[config.mk]
export PLATFORM = sky130hd
export DESIGN_NAME = xchg_irq
export DESIGN_NICKNAME = d
export VERILOG_FILES = /design/src/rtl/xchg_pkg.sv /design/src/rtl/xchg_sync.sv /design/src/rtl/xchg_port.sv /design/src/rtl/xchg_irq.sv
export SDC_FILE = /design/constraint.sdc
export NUM_CORES = 1
export LEC_CHECK = 0
export ABC_AREA = 0
export BUFFER_PORTS_ARGS = -buffer_cell sky130_fd_sc_hd__buf_4
export CORE_MARGIN = 4
export CORE_UTILIZATION = 50
export CTS_CLUSTER_SIZE = 40
export DETAILED_ROUTE_END_ITERATION = 10
export PLACE_DENSITY_LB_ADDON = 0.08
export SLEW_MARGIN = 20
export SYNTH_ARGS = -nofsm -noshare
export SYNTH_HDL_FRONTEND = slang
export SYNTH_SLANG_ARGS = --single-unit
[constraint.sdc]
create_clock -name clk -period 1.9 [get_ports clk]
set_clock_uncertainty 0.2 [all_clocks]
set_input_delay 0.38 -clock clk [delete_from_list [all_inputs] [get_ports clk]]
set_output_delay 0.38 -clock clk [all_outputs]
set_load 0.05 [all_outputs]
[src/rtl/xchg_pkg.sv]
package xchg_pkg;

    // cycles after reset during which snapshots follow the synchronizer
    localparam int PRIME_CYCLES = 2;
    localparam int PRIME_W      = $clog2(PRIME_CYCLES + 1);

    typedef struct packed {
        logic [PRIME_W-1:0] prime;
    } top_state_t;

endpackage

[src/rtl/xchg_sync.sv]
module xchg_sync #(
    parameter int W = 16
) (
    input  logic         clk,
    input  logic         rst_n,
    input  logic [W-1:0] async_i,
    output logic [W-1:0] sync_q_o,
    output logic [W-1:0] sync_d_o
);

    logic [W-1:0] stage1_d, stage1_q;
    logic [W-1:0] stage2_d, stage2_q;

    always_comb begin
        stage1_d = async_i;
        stage2_d = stage1_q;
    end

    always_ff @(posedge clk or negedge rst_n) begin
        if (!rst_n) begin
            stage1_q <= '0;
            stage2_q <= '0;
        end else begin
            stage1_q <= stage1_d;
            stage2_q <= stage2_d;
        end
    end

    assign sync_q_o = stage2_q;
    assign sync_d_o = stage2_d;

endmodule

[src/rtl/xchg_port.sv]
module xchg_port #(
    parameter int W = 8
) (
    input  logic         clk,
    input  logic         rst_n,
    input  logic [W-1:0] sync_q_i,
    input  logic [W-1:0] sync_d_i,
    input  logic [W-1:0] dir_in_i,
    input  logic         clear_i,
    output logic [W-1:0] snap_o,
    output logic         pend_o
);

    logic [W-1:0] snap_d, snap_q;
    logic [W-1:0] diff;

    always_comb begin
        // clear captures the value landing in the synchronizer this edge
        snap_d = clear_i ? sync_d_i : snap_q;
        diff   = (sync_q_i ^ snap_q) & dir_in_i;
    end

    always_ff @(posedge clk or negedge rst_n) begin
        if (!rst_n) snap_q <= '0;
        else        snap_q <= snap_d;
    end

    assign snap_o = snap_q;
    assign pend_o = |diff;

endmodule

[src/rtl/xchg_irq.sv]
module xchg_irq
    import xchg_pkg::*;
#(
    parameter int PORTS  = 2,
    parameter int PORT_W = 8,
    localparam int PINS  = PORTS * PORT_W
) (
    input  logic            clk,
    input  logic            rst_n,
    input  logic [PINS-1:0] pin_i,
    input  logic [PINS-1:0] dir_in_i,
    input  logic [PORTS-1:0] rd_ack_i,
    input  logic            stop_i,
    output logic            irq_pull_low_o,
    output logic [PINS-1:0] in_reg_o
);

    top_state_t st_d, st_q;
    logic [PINS-1:0]  sync_q, sync_d, snap;
    logic [PORTS-1:0] pend, clear;
    logic             priming;

    xchg_sync #(.W(PINS)) sync_i (
        .clk      (clk),
        .rst_n    (rst_n),
        .async_i  (pin_i),
        .sync_q_o (sync_q),
        .sync_d_o (sync_d)
    );

    always_comb begin
        st_d    = st_q;
        priming = (st_q.prime != '0);
        if (priming) st_d.prime = st_q.prime - 1'b1;
        for (int p = 0; p < PORTS; p++) begin
            clear[p] = rd_ack_i[p] | stop_i | priming;
        end
    end

    always_ff @(posedge clk or negedge rst_n) begin
        if (!rst_n) st_q.prime <= PRIME_W'(PRIME_CYCLES);
        else        st_q       <= st_d;
    end

    for (genvar p = 0; p < PORTS; p++) begin : g_port
        xchg_port #(.W(PORT_W)) port_i (
            .clk      (clk),
            .rst_n    (rst_n),
            .sync_q_i (sync_q[p*PORT_W +: PORT_W]),
            .sync_d_i (sync_d[p*PORT_W +: PORT_W]),
            .dir_in_i (dir_in_i[p*PORT_W +: PORT_W]),
            .clear_i  (clear[p]),
            .snap_o   (snap[p*PORT_W +: PORT_W]),
            .pend_o   (pend[p])
        );
    end

    assign irq_pull_low_o = |pend;
    assign in_reg_o       = sync_q;

endmodule

* Word level (Yosys, flattened, before mapping)
Index checks and enable logic that the tools add are counted.
Word-level totals: logic and storage cells 16, output and inout bits 17, bits in latches 0, register bits after elaboration 50, memory bits (read-only) 0, input port bits 37, memory bits (writable) 0, memories 0
Operators by class: multiply operators 0, shift-type cells 0, add/sub/neg operators 1, reductions and logical operators 2, eq/ne operators 0, bitwise operators 8, order comparisons 0, divide/modulo/power cells 0, muxes and demuxes 0
Operator list (count):
- $and A8 B8 Y8 | 2
- $reduce_or A16 Y1 | 1
- $xor A8 B8 Y8 | 2
- $or A1 B1 Y1 | 4
- $reduce_bool A2 Y1 | 1
- $sub A2 B1 Y2 const B | 1

* Longest topological paths before layout
Gate-level depths: netlist of the first run.
word-level depth 3, mapped depth 5, gate-level depth less buffers 5

* By module
From an unflattened synthesis of the first run, not the netlist that was laid out.
Second synthesis, totals: cells, all modules 103, area, all modules 1729.2 sq um
Modules (own cells, without submodules):
- xchg_port | sequential area each 200.2 sq um, instances 2, cells each 30, area each 407.9 sq um
- xchg_sync | sequential area each 800.8 sq um, instances 1, cells each 32, area each 800.8 sq um
- xchg_irq | sequential area each 51.3 sq um, instances 1, cells each 11, area each 112.6 sq um

* Worst setup path after synthesis of the first run
Ideal clock, no wire load.
kind register to output, start reg sync_i.stage2_q[12], in the netlist sync_i.sync_q_o[12], end out irq_pull_low_o, required time 1320 ps, path buffers 0, path slack -360 ps, cell stages (with the launch flop) 5, data arrival time 1680 ps, cell sequence dfrtp_1 -> xor2_1 -> a22o_1 -> a221oi_2 -> nand4_1
On the way: cells in the longest elaborated chain, start to end 3
RTL lines:
- start: declaration | line xchg_sync.sv:12 | logic [W-1:0] stage2_d, stage2_q;
- start signal: assignment | line xchg_sync.sv:25 | stage2_q <= stage2_d;
- $xor A8 B8 Y8 | line xchg_port.sv:20 | diff = (sync_q_i ^ snap_q) & dir_in_i;
- $and A8 B8 Y8 | line xchg_port.sv:20
- $reduce_or A16 Y1 | line xchg_irq.sv:58 | assign irq_pull_low_o = |pend;
- end: declaration | line xchg_irq.sv:14 | output logic irq_pull_low_o,
No other way between the ends.

* Worst setup path after layout of the first run
start reg sync_i.stage2_q[15], in the netlist sync_i.sync_q_o[15], end out irq_pull_low_o
Same word-level chain as after synthesis.

==> impl_metrics.ini, run 1 <==
[outcome]
outcome = finished, violations left
violations = setup timing

[detailed_routing]
wl_met2_um = 1668
drt_iter0_markers = 8
firstDrtPassIters = 3
top_layer = met4
wire_per_inst_um = 14.47
vias_per_cell = 4.794
drcViolationCount = 0
wl_met1_um = 1228
ant_nets = 0
routed-wl-met3_um = 274
routed_wl_um = 3226
vias = 1069

[layout]
fill_cells = 230
area_delta_synth_final_pct = 40.04
instances_no_fill = 223
drive_gt1_share_pct = 51.41
final_nets = 214
n_antenna_cell = 0
final_util_pct = 73.66

[place]
portBuffers = 53
dp_hpwl_um = 2296
post-place-ws_ns = 0.0009895
gp_congestion = 0.6148
dp_cells = 198

[power_and_ir_drop]
pwr_density_cell_nw_per_um2 = 835.0
power_leakage_nw = 1.188
power.total_mw = 2.101
p_clk_share_pct = 28.6
p_sw_mw = 0.5216
p_sw_share_pct = 24.83
vdd.ir_drop.worst_mv = 0.5499
intPower_mw = 1.579
comb_power_share_pct = 15.8
power_frac_seq_pct = 55.7

[grt]
track_usage_pct = 16.04
grt_pass1_wl_um = 5264
grt_pass1_vias = 1174
gr-total-overflow = 0
antenna_found_initial = 0
grt_start_max_net_pins = 51

[clock_tree]
clk_pin_slew_ns = 0.14
cts_setup_buffers = 0
clock_sinks = 50
cts_tree = done
cts_buffers = 5
cts_root_buffer = clkbuf_4
htreeDepth = 2
cts_buffer_depth = 2
insertion_delay_ns = 0.36

[logic_synthesis]
yosys_warnings = 0
avgSynthCellArea_um2 = 18.15
ys_types = 15
synth_top_family_by_area = multiplexers
synth_compound_area_share_pct = 5.292
ys_seq_elements = 50
syn-cell-area_um2 = 1797
netlist_instances = 99
yosys.area_share.simple_pct = 3.343
synthAdderAreaFrac_pct = 0.6964
synth.top_cell.area_share_pct = 68.25
synth.area.top_cells = dfrtp_1 68%, xor2_1 7.8%, mux2_4 6.7%
netlist_top_cells_count = 49 x dfrtp_1, 16 x xor2_1, 8 x mux2_4, 7 x mux2_2
synthArstFlopShare_pct = 100.0
synth.most_common_cell = dfrtp_1
ys_seq_area_share_pct = 69.71
synth-main-ff-cell = dfrtp_1
yosys.area_share.xor_xnor_pct = 8.287
synth_edf_count = 0
yosys.area.top_type = dfrtp_1
muxShareOfSynthArea_pct = 12.26
syn_nets = 137

[floorplanning]
dieArea_um2 = 4617
start_util_pct = 52.60
rows = 21
die_h_um = 67.95
core_region_area_um2 = 3416
die_x_um = 67.95
ios = 54

[min_path]
holdPathStages = 0
min-delay-start = sync_i.sync_d_o[3]$_DFF_PN0_
hold_path_class = reg -> reg
min_to = sync_i.sync_q_o[3]$_DFF_PN0_

[sta]
setup_viol = 1
rsz0062_at_grt = true
tightest_slew_ns = 0.5891
post-route-period-util_pct = 122.0
slew_headroom_pct = 60.73
min_period_ns = 2.317
worst_slack_ns = -0.4171
fmax_mhz = 431.6
hold_slack_ns = 0.1834
slew_viol_final = 0
hold_viol = 0

[critical_path]
startpoint_type = register
arrival_ns = 1.74
rr_endpoint = g_port[1].port_i.snap_o[5]$_DFFE_PN0P_
reg2reg_depth = 5
timing.rr.start = st_q[0]$_DFFE_PN0P_
worst-path-max-fanout = 2
cp.required_ns = 1.32
reg2reg_setup_slack_ns = 0.17
worstSetupPathType = reg -> out
worst_setup_path_end_kind = output pin

[flow_run]
maxCapViolations = 0
## per-layer routing
metal  up-vias  GRT usage [%]
met2        38          27.56
li1        496              -
met5         -              0
met1       526          18.05
met3         9          5.090
met4         0          7.444
## critical path: stages (launching register included)
cell and delay [ns]:
dfrtp_2 0.44, xor2_1 0.16, a22o_1 0.22, a221oi_2 0.24
nand4_1 0.15, buf_6 0.17
## power by group through the flow
stage                     Clock, mW  Sequential (mW)  Combinational [mW]
after CTS                     0.610             1.17               0.336
final                         0.600             1.17               0.331
after floorplan                   0             1.24               0.113
after global placement            0             1.19               0.301
after detailed placement          0             1.19               0.306
after global routing          0.671             1.18               0.355
## through the flow
step                instance area [um^2]  TNS [ns]
detailed placement                  2262         0
CTS                                 2516   -0.4300
global route                        2516   -0.5289
floorplan                           1807   -0.2530
finish                              2516   -0.4171
global placement                    2262         0
## final cells by class
cell class | instances | area (um^2) | area share, %
sequential | 50 | 1262 | 50.17
timing repair buffer | 70 | 571.8 | 22.73
multi-input combinational | 47 | 536.8 | 21.33
tap | 46 | 57.56 | 2.287
clock buffer | 6 | 41.29 | 1.641
clock inverter | 2 | 38.79 | 1.542
inverter | 2 | 7.507 | 0.2984
## sequential cells by signal, indices dropped and copies added (netlist names)
register              count
sync_i.sync_q_o          16
sync_i.sync_d_o          16
st_q                      2
g_port.port_i.snap_o     16
## cell families after synthesis
| family | count (synthesis) |
|---|---|
| DFF | 50 |
| xor gates and xnor gates | 17 |
| muxes | 17 |
| AOI/OAI and AO/OA | 8 |
| and+or+nand+nor | 4 |
| buffers and inverters | 2 |
| adders and majority gates | 1 |
## worst max path at each step
stage                     endpoint  slack [ns]                     startpoint
global route        irq_pull_low_o       -0.53  sync_i.sync_q_o[15]$_DFF_PN0_
CTS                 irq_pull_low_o       -0.43  sync_i.sync_q_o[15]$_DFF_PN0_
detailed placement  irq_pull_low_o       0.001  sync_i.sync_q_o[15]$_DFF_PN0_
global placement    irq_pull_low_o        0.02  sync_i.sync_q_o[15]$_DFF_PN0_
floorplan           irq_pull_low_o       -0.25   sync_i.sync_q_o[1]$_DFF_PN0_
finish              irq_pull_low_o       -0.42  sync_i.sync_q_o[15]$_DFF_PN0_
## timing repair
item | 4_1_cts | 5_1_grt
endpoints found under the setup margin | 1 | 1
hold endpoints to repair | 65 | 0
hold buffers | 17 | 0
resized for setup | 1 | 0
## cell usage in the layout (no fill, tap or decap), types with 2 or more instances in the layout
master	n
clkbuf_4	5
buf_4	52
mux2_2	7
inv_1	2
nor2_8	2
mux2_4	8
dlygate4sd3_1	17
xor2_1	16
dfrtp_2	8
a22o_1	4
dfrtp_1	41
a221oi_2	4
No activity file was read; power rests on OpenSTA's default activity.
==> inputs of run 2 (changes only) <==
RECOVER_POWER = 50   (was not set)
==> run 2 against run 1 <==
The flow still finishes with violations (setup timing). Total power down 0.18%. Non-clock buffer count unchanged. Critical path depth unchanged. Global-route usage unchanged. Sequential share of layout area about the same. Critical path type unchanged. Largest power group unchanged.
==> impl_metrics.ini, run 2 (same netlist as run 1, synthesis figures left out) <==
[detailed_routing]
routed-wl-met3_um = 272
firstDrtPassIters = 3
vias_per_cell = 4.785
vias = 1067
drcViolationCount = 0
wl_met1_um = 1208
routed_wl_um = 3211
top_layer = met4
wl_met2_um = 1674
ant_nets = 0
wire_per_inst_um = 14.40
drt_iter0_markers = 10

[place]
portBuffers = 53
post-place-ws_ns = 0.0009895
gp_congestion = 0.6148
dp_hpwl_um = 2296
dpl_cell_area_um2 = 2262

[clock_tree]
cts_buffer_depth = 2
htreeDepth = 2
cts_tree = done
cts_setup_buffers = 0
clock_sinks = 50
clk_pin_slew_ns = 0.14
cts_root_buffer = clkbuf_4
cts_buffers = 5
insertion_delay_ns = 0.36

[layout]
final_common_cell = dfrtp_1
drive_gt1_share_pct = 51.41
area_delta_synth_final_pct = 39.90
final_cell_mix = 41 x dfrtp_1, 35 x buf_4, 21 x clkbuf_4
n_antenna_cell = 0
final_util_pct = 73.59
final_area_um2 = 2514
fill_cells = 229
final_nets = 214

[floorplanning]
die_x_um = 67.95
core_region_area_um2 = 3416
rows = 21
die_h_um = 67.95
start_util_pct = 52.60
ios = 54
dieArea_um2 = 4617

[outcome]
violations = setup timing
outcome = finished, violations left

[sta]
tightest_slew_ns = 1.028
rsz0062_at_grt = true
min_period_ns = 2.314
slew_viol_final = 0
post-route-period-util_pct = 121.8
setup_viol = 1
slew_headroom_pct = 31.48
worst_slack_ns = -0.4144
hold_slack_ns = 0.1844
hold_viol = 0
fmax_mhz = 432.1

[critical_path]
max_stage_delay_ns = 0.43
arrival_ns = 1.73
worstSetupPathType = reg -> out
reg2reg_depth = 5
worst-path-max-fanout = 2
worst_setup_path_end_kind = output pin
startpoint_type = register
cp.required_ns = 1.32
worstPathCellList = xor2_1 -> a22o_1 -> a221oi_2 -> nand4_1 -> buf_6
cpMaxStageDelayCell = dfrtp_2

[grt]
track_usage_pct = 16.04
grt_start_max_net_pins = 51
grt_pass1_wl_um = 5264
gr-total-overflow = 0
antenna_found_initial = 0
grt_pass1_vias = 1174

[power_and_ir_drop]
power.total_mw = 2.097
power_leakage_nw = 1.184
pwr_density_cell_nw_per_um2 = 834.4
vdd.ir_drop.worst_mv = 0.5480

[min_path]
hold_path_class = reg -> reg
holdPathStages = 0

[flow_run]
maxCapViolations = 0
## run 2: cell count changes in the layout (fill, tap and decap cells not counted)
| cell | delta |
|---|---|
| buf_4 | -17 |
| clkbuf_4 | +16 |
| buf_2 | +1 |
## run 2: what timing repair did
action / 4_1_cts / 5_1_grt
resized for setup: 1 / 0
hold buffers: 17 / 0
hold endpoints to repair: 65 / 0
endpoints found under the setup margin: 1 / 1
## run 2: area by class of cell
| cell class | count | area [um^2] | area share, % |
|---|---|---|---|
| sequential | 50 | 1262 | 50.22 |
| timing repair buffer | 70 | 569.3 | 22.65 |
| multi-input combinational | 47 | 536.8 | 21.35 |
| tap | 46 | 57.56 | 2.290 |
| clock buffer | 6 | 41.29 | 1.643 |
| clock inverter | 2 | 38.79 | 1.543 |
| inverter | 2 | 7.507 | 0.2987 |
## run 2: worst paths after layout
| path | start | end | slack, ns |
|---|---|---|---|
| max | sync_i.sync_q_o[15]$_DFF_PN0_ | irq_pull_low_o | -0.41 |
| min | sync_i.sync_d_o[3]$_DFF_PN0_ | sync_i.sync_q_o[3]$_DFF_PN0_ | 0.18 |
| max reg2reg | st_q[0]$_DFFE_PN0P_ | g_port[1].port_i.snap_o[5]$_DFFE_PN0P_ | 0.17 |
| min reg2reg | sync_i.sync_d_o[3]$_DFF_PN0_ | sync_i.sync_q_o[3]$_DFF_PN0_ | 0.18 |
| max in group asynchronous | rst_n | sync_i.sync_q_o[0]$_DFF_PN0_ | 0.28 |
| min in group asynchronous | rst_n | g_port[1].port_i.snap_o[6]$_DFFE_PN0P_ | 0.52 |
## run 2: per-stage QoR
step                instances  TNS, ns
global route              223  -0.5563
global placement          198        0
floorplan                  99  -0.2530
CTS                       223  -0.4300
detailed placement        198        0
finish                    223  -0.4144
## run 2: metal layers
layer | track usage (%) | vias to the layer above
li1 | - | 496
met1 | 18.05 | 524
met2 | 27.56 | 38
met3 | 5.090 | 9
met4 | 7.444 | 0
met5 | 0 | -
## run 2: critical path: cells and delay by family (launching register included)
family	cells	cell delay, ns
compound gates	2	0.46
flops	1	0.43
buf+inv	1	0.17
xor+xnor	1	0.16
simple gates	1	0.15
## run 2: report_power, final
group	switching, mW	internal, mW	leakage, nW
combinational	0.160	0.168	0.566
clock	0.319	0.280	0.0424
sequential	0.0408	1.13	0.576
total	0.520	1.58	1.18
==> inputs of run 3 (changes only) <==
--- a/constraint.sdc
+++ b/constraint.sdc
@@ -4,2 +4,2 @@
 set_output_delay 0.38 -clock clk [all_outputs]
-set_load 0.05 [all_outputs]
+set_load 0.005 [all_outputs]
==> run 3 against run 2 <==
The flow still finishes with violations (setup timing). Fmax up 4.0%. Register-to-register slack about the same. Flip-flop and latch count unchanged. Cell count up 0.45%.
==> impl_metrics.ini, run 3 (same netlist as run 1, synthesis figures left out) <==
[place]
dp_cells = 198
gp_congestion = 0.6199
dp_hpwl_um = 2235
post-place-ws_ns = 0.03535
portBuffers = 53
dpl_cell_area_um2 = 2252

[detailed_routing]
ant_nets = 0
routed_wl_um = 3088
drt_iter0_markers = 56
vias_per_cell = 4.594
drcViolationCount = 0
wire_per_inst_um = 13.79
firstDrtPassIters = 3
vias = 1029

[critical_path]
worst_setup_path_end_kind = output pin
worstSetupPathType = reg -> out
arrival_ns = 1.64
reg2reg_setup_slack_ns = 0.16
reg2reg_depth = 5
worst-path-max-fanout = 2
cpMaxStageDelayCell = dfrtp_1
max_stage_delay_ns = 0.42
timing.rr.start = st_q[0]$_DFFE_PN0P_
cp.required_ns = 1.32
startpoint_type = register
worstPathCellList = xor2_1 -> a22o_1 -> a221oi_2 -> nand4_1 -> buf_4
rr_endpoint = g_port[0].port_i.snap_o[1]$_DFFE_PN0P_

[layout]
final_cell_mix = 49 x dfrtp_1, 37 x buf_4, 21 x clkbuf_4
n_antenna_cell = 0
fill_cells = 242
final_area_um2 = 2490
final_nets = 215
drive_gt1_share_pct = 47.75
area_delta_synth_final_pct = 38.58
final_util_pct = 72.89
instances_no_fill = 224
final_common_cell = dfrtp_1

[floorplanning]
die_x_um = 67.95
die_h_um = 67.95
start_util_pct = 52.60
dieArea_um2 = 4617
ios = 54
rows = 21
core_region_area_um2 = 3416

[sta]
worst_slack_ns = -0.3249
post-route-period-util_pct = 117.1
fin_tns_setup_ns = -0.3249
rsz0062_at_grt = true
setup_viol = 1
slew_headroom_pct = 23.19
tightest_slew_ns = 1.152
fmax_mhz = 449.5
hold_viol = 0
slew_viol_final = 0
hold_slack_ns = 0.1911
min_period_ns = 2.225

[min_path]
hold_path_class = reg -> reg
min-delay-start = sync_i.sync_d_o[6]$_DFF_PN0_
holdPathStages = 0
min_to = sync_i.sync_q_o[6]$_DFF_PN0_

[clock_tree]
cts_root_buffer = clkbuf_4
insertion_delay_ns = 0.36
cts_buffer_depth = 2
clk_pin_slew_ns = 0.14
cts.repair.resized = 0
htreeDepth = 2
cts_buffers = 5
clock_sinks = 50
cts_tree = done

[power_and_ir_drop]
power.total_mw = 1.914
power_leakage_nw = 1.185
vdd.ir_drop.worst_mv = 0.5603
pwr_density_cell_nw_per_um2 = 768.8

[outcome]
violations = setup timing
outcome = finished, violations left

[grt]
track_usage_pct = 15.88
grt_pass1_wl_um = 5140
grt_pass1_vias = 1151
antenna_found_initial = 0
gr-total-overflow = 0
grt_start_max_net_pins = 51

[flow_run]
maxCapViolations = 0
[run 3: final cells by class]
cell class                      instances  area, um^2  area share (%)
Clock buffer                            5       37.54           1.508
Clock inverter                          3       25.02           1.005
Inverter                                2       7.507          0.3015
Multi-Input combinational cell         47       536.8           21.56
Sequential cell                        50        1252           50.30
Tap cell                               46       57.56           2.312
Timing Repair Buffer                   71       573.1           23.02
[run 3: how the worst max path moves through the flow]
stage,start,to,cells past startpoint
finish,g_port[0].port_i.snap_o[3]$_DFFE_PN0P_,irq_pull_low_o,5
CTS,sync_i.sync_q_o[15]$_DFF_PN0_,irq_pull_low_o,5
global placement,g_port[1].port_i.snap_o[7]$_DFFE_PN0P_,irq_pull_low_o,5
detailed placement,g_port[1].port_i.snap_o[7]$_DFFE_PN0P_,irq_pull_low_o,5
global route,sync_i.sync_q_o[15]$_DFF_PN0_,irq_pull_low_o,5
floorplan,sync_i.sync_q_o[15]$_DFF_PN0_,irq_pull_low_o,4
[run 3: worst max-delay path: cells and delay by family (launching register included)]
| kind | cells | cell delay, ns |
|---|---|---|
| flip-flops | 1 | 0.42 |
| AO/OA/AOI/OAI | 2 | 0.41 |
| XOR/XNOR | 1 | 0.18 |
| buffers and inverters | 1 | 0.16 |
| AND/OR/NAND/NOR | 1 | 0.12 |
[run 3: routing by layer]
layer	up-vias	track usage (%)	part of all wire, %
met2	36	27.08	50
met4	0	6.700	1.5
met1	494	18.46	40
met5	-	0	0
met3	5	4.926	8.3
li1	494	-	-
[run 3: what timing repair did]
| item | CTS | global route |
|---|---|---|
| pin swaps | 4 | 0 |
| buffers inserted | 1 | 0 |
| hold buffers | 17 | 0 |
| endpoints found under the setup margin | 1 | 1 |
| hold endpoints to repair | 65 | 0 |
[run 3: power breakdown]
| part | switching (mW) | total, mW | internal, mW | leakage (nW) |
|---|---|---|---|---|
| sequential | 0.0408 | 1.17 | 1.13 | 0.584 |
| combinational | 0.0954 | 0.262 | 0.167 | 0.569 |
| clock | 0.332 | 0.484 | 0.151 | 0.0318 |
